**src/rtl/tmr_dual_channel.sv**
```systemverilog
module tmr_dual_channel #(
  parameter int TW = 24,
  parameter int FW = 2
) (
  input  logic          clk,
  input  logic          rst_n,
  input  logic          half_rate,
  input  logic          dbl_mode,
  input  logic [TW-1:0] tbase_a,
  input  logic [TW-1:0] tbase_b,
  input  logic          pin_in,
  output logic          pin_out,
  output logic          pin_in_sync,
  input  logic          flt_bypass,
  input  logic [FW-1:0] flt_len,
  input  logic [1:0]    edge_sel1,
  input  logic [1:0]    edge_sel2,
  input  logic          cap_tb_sel1,
  input  logic          cap_tb_sel2,
  input  logic [TW-1:0] match_val1,
  input  logic [TW-1:0] match_val2,
  input  logic          mt_tb_sel1,
  input  logic          mt_tb_sel2,
  input  logic          mt_eq_only1,
  input  logic          mt_eq_only2,
  input  logic          mt_en1,
  input  logic          mt_en2,
  input  logic [1:0]    mt_act1,
  input  logic [1:0]    mt_act2,
  input  logic          clr_tdl1,
  input  logic          clr_tdl2,
  input  logic          clr_mf1,
  input  logic          clr_mf2,
  input  logic [3:0]    req_en,
  output logic [TW-1:0] cap1,
  output logic [TW-1:0] cap2,
  output logic          tdl1,
  output logic          tdl2,
  output logic          mf1,
  output logic          mf2,
  output logic          srv_req
);

  function automatic logic hit(input logic [1:0] s, input logic r, input logic f);
    return (s[0] & r) | (s[1] & f);
  endfunction

  function automatic logic act(input logic [1:0] a, input logic p);
    case (a)
      2'b01:   return 1'b1;
      2'b10:   return 1'b0;
      2'b11:   return ~p;
      default: return p;
    endcase
  endfunction

  function automatic logic cmp(input logic [TW-1:0] t, input logic [TW-1:0] v, input logic eq);
    return eq ? (t == v) : (t >= v);
  endfunction

  logic          ph, s1, s2, flt, prv;
  logic [FW-1:0] cnt;
  logic          tick, lvl, rise, fall;
  logic          tr1, tr2, ev1, ev2, p1, p2;

  assign tick        = ~half_rate | ph;
  assign pin_in_sync = s2;
  assign lvl         = flt_bypass ? s2 : flt;
  assign rise        = lvl & ~prv;
  assign fall        = ~lvl & prv;

  assign tr1 = tick & hit(edge_sel1, rise, fall) & (~tdl1 | clr_tdl1);
  assign tr2 = tick & dbl_mode & hit(edge_sel2, rise, fall) & (~tdl2 | clr_tdl2);

  assign ev1 = tick & mt_en1 & (~mf1 | clr_mf1) &
               cmp(mt_tb_sel1 ? tbase_b : tbase_a, match_val1, mt_eq_only1);
  assign ev2 = tick & dbl_mode & mt_en2 & (~mf2 | clr_mf2) &
               cmp(mt_tb_sel2 ? tbase_b : tbase_a, match_val2, mt_eq_only2);

  assign p1 = ev1 ? act(mt_act1, pin_out) : pin_out;
  assign p2 = ev2 ? act(mt_act2, p1) : p1;

  assign srv_req = |(req_en & {mf2, mf1, tdl2, tdl1});

  always_ff @(posedge clk or negedge rst_n) begin
    if (!rst_n) begin
      ph <= 1'b0;
      s1 <= 1'b0;
      s2 <= 1'b0;
    end else begin
      ph <= ~ph;
      s1 <= pin_in;
      s2 <= s1;
    end
  end

  always_ff @(posedge clk or negedge rst_n) begin
    if (!rst_n) begin
      flt <= 1'b0;
      cnt <= '0;
      prv <= 1'b0;
    end else if (tick) begin
      prv <= lvl;
      if (s2 == flt) begin
        cnt <= '0;
      end else if (cnt == flt_len) begin
        flt <= s2;
        cnt <= '0;
      end else begin
        cnt <= cnt + FW'(1);
      end
    end
  end

  always_ff @(posedge clk or negedge rst_n) begin
    if (!rst_n) begin
      tdl1 <= 1'b0;
      tdl2 <= 1'b0;
      cap1 <= '0;
      cap2 <= '0;
    end else begin
      tdl1 <= tr1 | (tdl1 & ~clr_tdl1);
      tdl2 <= tr2 | (tdl2 & ~clr_tdl2);
      if (tr1) cap1 <= cap_tb_sel1 ? tbase_b : tbase_a;
      if (tr2) cap2 <= cap_tb_sel2 ? tbase_b : tbase_a;
    end
  end

  always_ff @(posedge clk or negedge rst_n) begin
    if (!rst_n) begin
      mf1     <= 1'b0;
      mf2     <= 1'b0;
      pin_out <= 1'b0;
    end else begin
      mf1     <= ev1 | (mf1 & ~clr_mf1);
      mf2     <= ev2 | (mf2 & ~clr_mf2);
      pin_out <= p2;
    end
  end

endmodule


```
**config.mk**
```make
export PLATFORM = sky130hd
export DESIGN_NAME = tmr_dual_channel
export DESIGN_NICKNAME = d
export VERILOG_FILES = /design/src/rtl/tmr_dual_channel.sv
export SDC_FILE = /design/constraint.sdc
export NUM_CORES = 1
export LEC_CHECK = 0
export BUFFER_PORTS_ARGS = -buffer_cell sky130_fd_sc_hd__buf_2
export CORE_ASPECT_RATIO = 0.6
export CORE_UTILIZATION = 35
export DETAILED_ROUTE_END_ITERATION = 10
export GPL_TIMING_DRIVEN = 0
export PLACE_DENSITY = 0.65
export SYNTH_ARGS = -nofsm -noshare
export SYNTH_HDL_FRONTEND = slang
export SYNTH_SLANG_ARGS = --single-unit
```
**constraint.sdc**
```tcl
create_clock -name clk -period 2.66 [get_ports clk]
set_input_delay 0 -clock clk [delete_from_list [all_inputs] [get_ports clk]]
set_output_delay 0 -clock clk [all_outputs]
set_load 0.005 [all_outputs]
```
==> impl_metrics.tcl, run 1 <==
set metrics [dict create \
    status "completed" \
    grt_usage 0.224 \
    rrSetupSlack_ns 0.24 \
    path_delay_family "simple AND/OR/NAND/NOR gates" \
    gp_congestion 0.847 \
    worst_hold_path_type "in2reg" \
    placeableCoreArea_um2 12400 \
    leakage_nw 3.31 \
    die-height_um 90.3 \
    cp_slowest_cell "or4b_4" \
    max_stage_delay_ns 0.53 \
    worst-r2r-cell-count 8 \
    crit_chain "buf_2 > buf_6 > mux2_2 > ha_1 > nand4_1 > nor4_4 > nor3b_2 > nor3_2 > or4b_4 > a211oi_2 > a31oi_1" \
    worst-slew-pin-transition_ns 0.896 \
    fp.dieW_um 149 \
    cts_inserted_buffers 9 \
    crit_buf_inv 2 \
    slew-limit-headroom 0.403 \
    place_hpwl_mm 11.8 \
    power_w 0.00443 \
    combPwrFrac 0.353 \
    drive_above_1_share 0.369 \
    path_clk_slew_ns 0.06 \
    grt_max_degree 61 \
    placed_area_um2 5650 \
    io_pins 183 \
    clock_latency_ns 0.33 \
    cp_data_arrival_time_ns 2.73 \
    drt_wl_total_mm 14.9 \
    swShare 0.350 \
    maxCapViolCount 0 \
    min_period_ns 2.52 \
    ys_ff_latch 60 \
    wl_per_cell_um 17.2 \
    grt_overflow 0 \
    drtIter0Drc 152 \
    grt_pass1_vias 4473 \
    critical_path_class "in2reg" \
    yosys_most_used_dff "dfrtp_1" \
    drtAntennaViolNets 0 \
    port_buffers 178 \
    yosys_warnings 0 \
    synth_nets 671 \
    stdcell_area_um2 6140 \
    vias 4428 \
    fmax_ghz 0.396 \
    setup-violations-final 0 \
    period_share 0.949 \
    synth_edf_count 0 \
    ys_seq_area_frac 0.330 \
    htree_num_levels 3 \
    clock-sinks 60 \
    async_reset_ff_frac 1.00 \
    cts_buffer_depth 2 \
    synth_cell_types 39 \
    cts_root_buf "clkbuf_16" \
    start_util 0.368 \
    worstSetupEndpointType "flop" \
    pwr-share-clk 0.294 \
    synth_area_um2 4550 \
    p_int_w 0.00288 \
    layout_commonest_cell "buf_2" \
    synth_cells 495 \
    grt_antenna_before_repair 2 \
    rsz0062_at_grt "no" \
    routed_via_density 5.11 \
    syn_to_final_growth_pct 34.9 \
    avgSynthCellArea_um2 9.19 \
    die-area_um2 13500 \
    hold_viol 0 \
    max-vdd-ir-drop_mv 0.330 \
    critPathMaxFanout 10 \
    grt_pass1_wl_mm 22.9 \
    cts_tree "done" \
    drc 0 \
    critPathRequiredTime_ns 2.86 \
    cp_num_cells 11 \
    powerDensity_nw_per_um2 722 \
    switching_power_w 0.00155 \
    nNetsFinal 871 \
    worstHoldPathCells 3 \
    startpoint_type "input pin" \
    finClkSkew_ns 0.00323 \
    maxSlewViolCount 0 \
    final_cell_mix "buf_2 (178), nand2_1 (67), dfrtp_1 (60)" \
    num_rows 31 \
    utilization 0.496 \
    cts_setup_buffers 0 \
    p_seq_frac 0.353 \
    dr.pass1.iters 5 \
]
[power by group through the flow]
stage	Clock, W	Sequential (W)	Combinational (W)
4_1_cts	0.00133	0.00157	0.00157
2_1_floorplan	0	0.00159	0.000725
5_1_grt	0.00139	0.00162	0.00175
3_5_place_dp	0	0.00157	0.00155
6_report	0.00130	0.00156	0.00156
3_3_place_gp	0	0.00156	0.00149
[cells by family after synthesis]
logic type | count (synthesis) | synth area share
adder cells (fa/ha/maj) | 48 | 0.132
buffers and inverters | 72 | 0.0594
AND/OR/NAND/NOR | 115 | 0.121
AO/OA/AOI/OAI | 99 | 0.123
multiplexers | 98 | 0.229
XOR/XNOR | 3 | 0.00578
flip-flops | 60 | 0.330
[sequential cells by signal, indices dropped and copies added, names as in the netlist]
register / count
s1: 1
cap2: 24
pin_out: 1
mf1: 1
cnt: 2
flt: 1
prv: 1
pin_in_sync: 1
ph: 1
cap1: 24
tdl2: 1
tdl1: 1
mf2: 1
[layout make-up]
type                    count  area, um2
diodes                      1       2.50
plain buffers              22        109
clock buffers               9        225
clock inverters             7       98.8
fillers                  1199       6230
inverters                  50        188
multi-input cells         363       2810
flip-flops and latches     60       1500
well taps                 165        206
repair buffers            189       1000
[Yosys cell counts (2+ instances only)]
cell | n | area share
ha_1 | 48 | 0.13
a22oi_1 | 2 | 0.0033
dfrtp_1 | 60 | 0.33
nand2_1 | 67 | 0.055
a211oi_1 | 2 | 0.0033
a21o_1 | 6 | 0.0099
mux2i_1 | 50 | 0.11
clkbuf_1 | 22 | 0.018
nor3_1 | 5 | 0.0055
nand3_1 | 5 | 0.0055
a21oi_1 | 19 | 0.021
inv_1 | 50 | 0.041
nand2b_1 | 4 | 0.0055
mux2_2 | 48 | 0.12
nand4_1 | 13 | 0.018
o22ai_1 | 2 | 0.0027
o21ai_0 | 58 | 0.064
xor2_1 | 2 | 0.0039
nor2b_1 | 4 | 0.0055
nor2_1 | 9 | 0.0074
[through the flow]
step | cells | hold slack [ns] | worst slack [ns] | TNS, ns
2_1_floorplan | 495 | -0.296 | 0.0236 | 0
3_3_place_gp | 838 | 0.130 | -0.691 | -1.23
3_5_place_dp | 838 | 0.115 | -0.726 | -1.30
6_report | 866 | 0.00456 | 0.136 | 0
5_1_grt | 865 | 0.00473 | 0.0145 | 0
4_1_cts | 864 | 0.000154 | 0.0420 | 0
[timing repair]
action                                  4_1_cts  5_1_grt
hold buffers                                 10        1
hold endpoints to repair                      8       60
pin swaps                                     0        1
endpoints found under the setup margin        2        1
resized for setup                             9        7
[path summary, 6_finish.rpt]
kind / end / start
min in group asynchronous: prv / rst_n
min: cap1[22] / tbase_a[22]
min reg2reg: pin_in_sync / s1
max reg2reg: cap1[5] / pin_in_sync
max in group asynchronous: cap2[19] / rst_n
max: pin_out / mt_tb_sel1
[layer usage]
metal	wire [um]	global-route usage	vias to the layer above
li1	-	-	2151
met1	6870	0.303	2073
met2	6600	0.343	179
met3	1160	0.0626	23
met4	234	0.0714	2
met5	14	0	-
[worst reg2reg max path: cells and delay by family (launching register included)]
kind	cells	cell delay, ns
buffers and inverters	2	1.01
flip-flops	1	0.42
multiplexers	1	0.32
AO/OA/AOI/OAI	2	0.21
AND/OR/NAND/NOR	3	0.38
No activity file was read; power rests on OpenSTA's default activity.
==> run 2, diff against run 1 <==
GPL_TIMING_DRIVEN = unset   (was 0)
==> impl_metrics.tcl, run 2 (synthesis results as in run 1) <==
set metrics [dict create \
    status "completed" \
    cp_data_arrival_time_ns 2.60 \
    grt_overflow 0 \
    routed_via_density 5.04 \
    p_int_w 0.00304 \
    path_delay_family "simple AND/OR/NAND/NOR gates" \
    critPathMaxFanout 17 \
    cts_buffer_depth 2 \
    nNetsFinal 863 \
    dr.pass1.iters 4 \
    critPathRequiredTime_ns 2.86 \
    wl_per_cell_um 16.7 \
    clock-sinks 60 \
    syn_to_final_growth_pct 35.4 \
    grt_pass1_vias 4588 \
    slew-limit-headroom 0.303 \
    holdWs_ns 0.0231 \
    finClkSkew_ns 0.00621 \
    num_rows 31 \
    fp.dieW_um 149 \
    fillers 1179 \
    final_cell_mix "buf_2 (182), nand2_1 (67), dfrtp_1 (60)" \
    htree_num_levels 3 \
    path_clk_slew_ns 0.06 \
    multiInputGateArea_um2 2780 \
    cts_tree "done" \
    start_util 0.368 \
    crit_chain "buf_2 > buf_12 > mux2_2 > ha_1 > nand4_2 > nor4_2 > nor3b_2 > nor3_1 > or4b_4 > a211oi_2 > a31oi_1" \
    cts_inserted_buffers 9 \
    place_inst 833 \
    max-vdd-ir-drop_mv 0.296 \
    drtAntennaViolNets 0 \
    place_hpwl_mm 11.3 \
    grt_pass1_wl_mm 23.0 \
    worst_hold_path_type "in2reg" \
    cp_slowest_cell "or4b_4" \
    maxSlewViolCount 0 \
    swShare 0.326 \
    clock_latency_ns 0.33 \
    vias 4322 \
    switching_power_w 0.00147 \
    cts_setup_buffers 0 \
    grt_usage 0.219 \
    p_seq_frac 0.349 \
    reg_top3 "cap1 x24, cap2 x24, cnt x2" \
    fmax_ghz 0.416 \
    period_share 0.903 \
    die-area_um2 13500 \
    port_buffers 182 \
    drtIter0Drc 109 \
    placeableCoreArea_um2 12400 \
    stdcell_count 858 \
    io_pins 183 \
    startpoint_type "input pin" \
    grt_antenna_before_repair 2 \
    worstSetupEndpointType "flop" \
    max_stage_delay_ns 0.54 \
    area.sequential_um2 1500 \
    post_cts_resized 0 \
    grt_max_degree 49 \
    min_period_ns 2.40 \
    crit_buf_inv 2 \
    maxCapViolCount 0 \
    drive_above_1_share 0.386 \
    drt_wl_total_mm 14.3 \
    layout_commonest_cell "buf_2" \
    rsz0062_at_grt "no" \
    cts_root_buf "clkbuf_16" \
    powerDensity_nw_per_um2 731 \
    drc 0 \
    die-height_um 90.3 \
    combPwrFrac 0.342 \
    critical_path_class "in2reg" \
    setup-violations-final 0 \
    worst-slew-pin-transition_ns 1.05 \
    gp_congestion 0.870 \
    leakage_nw 3.34 \
    pwr-share-clk 0.309 \
    hold_viol 0 \
]
==> run 2: changes by cell type in the layout (fill, tap and decap cells not counted), sizes merged <==
| cell | change |
|---|---|
| buf | +14 |
| bufinv | +1 |
| clkbuf | -16 |
| clkinv | -1 |
| clkinvlp | -1 |
| dlygate4sd3 | -3 |
| inv | -2 |
==> run 2: area by class of cell <==
class,count,area share
timing repair buffer,203,0.183
multi-input combinational,363,0.452
tap,165,0.0335
clock buffer,12,0.0416
sequential,60,0.244
inverter,50,0.0305
clock inverter,4,0.0154
antenna,1,0.000406
==> run 2: worst paths after layout <==
kind / cells after the start / start / slack [ns] / endpoint
max reg2reg: 6 / pin_in_sync / 0.78 / cap2[4]
max in group asynchronous: 3 / rst_n / 1.49 / cap1[23]
min reg2reg: 0 / s1 / 0.35 / pin_in_sync
min in group asynchronous: 2 / rst_n / 0.41 / cap1[0]
min: 3 / tbase_a[2] / 0.02 / cap1[2]
max: 11 / mt_tb_sel1 / 0.26 / pin_out
==> run 2: metal layers <==
layer / wire length, um / vias up / GRT usage / part of all wire
li1: - / 2125 / - / -
met1: 6850 / 2028 / 0.293 / 0.48
met2: 6310 / 153 / 0.350 / 0.44
met3: 1030 / 14 / 0.0611 / 0.072
met4: 107 / 2 / 0.0493 / 0.0075
met5: 13 / - / 0 / 0.00091
==> run 2: power by group through the flow <==
stage / registers [W] / clock network [W] / logic (W)
4_1_cts: 0.00157 / 0.00142 / 0.00156
3_5_place_dp: 0.00158 / 0 / 0.00154
2_1_floorplan: 0.00159 / 0 / 0.000725
6_report: 0.00157 / 0.00139 / 0.00154
3_3_place_gp: 0.00156 / 0 / 0.00148
5_1_grt: 0.00162 / 0.00146 / 0.00175
==> run 2: worst reg2reg max path: cells and delay by family, from the launching register on <==
kind	cells	cell delay, ns
and+or+nand+nor	2	0.32
muxes	1	0.32
AOI/OAI and AO/OA	2	0.40
DFF	1	0.41
buffers and inverters	1	0.28
==> run 2: stage by stage <==
step	total power (W)	area, um2	util	setup WS (ns)	setup TNS (ns)
floorplan	0.00232	4560	-	0.0236	0
global placement	0.00304	5730	0.463	-0.00944	-0.00944
detailed placement	0.00312	5730	0.463	-0.118	-0.118
CTS	0.00455	6160	0.498	0.219	0
global route	0.00484	6160	0.498	0.0784	0
finish	0.00450	6160	0.498	0.258	0
==> run 2: repair_timing <==
action | CTS | global route
hold buffers | 8 | 0
endpoints found under the setup margin | 0 | 0
hold endpoints to repair | 46 | 0
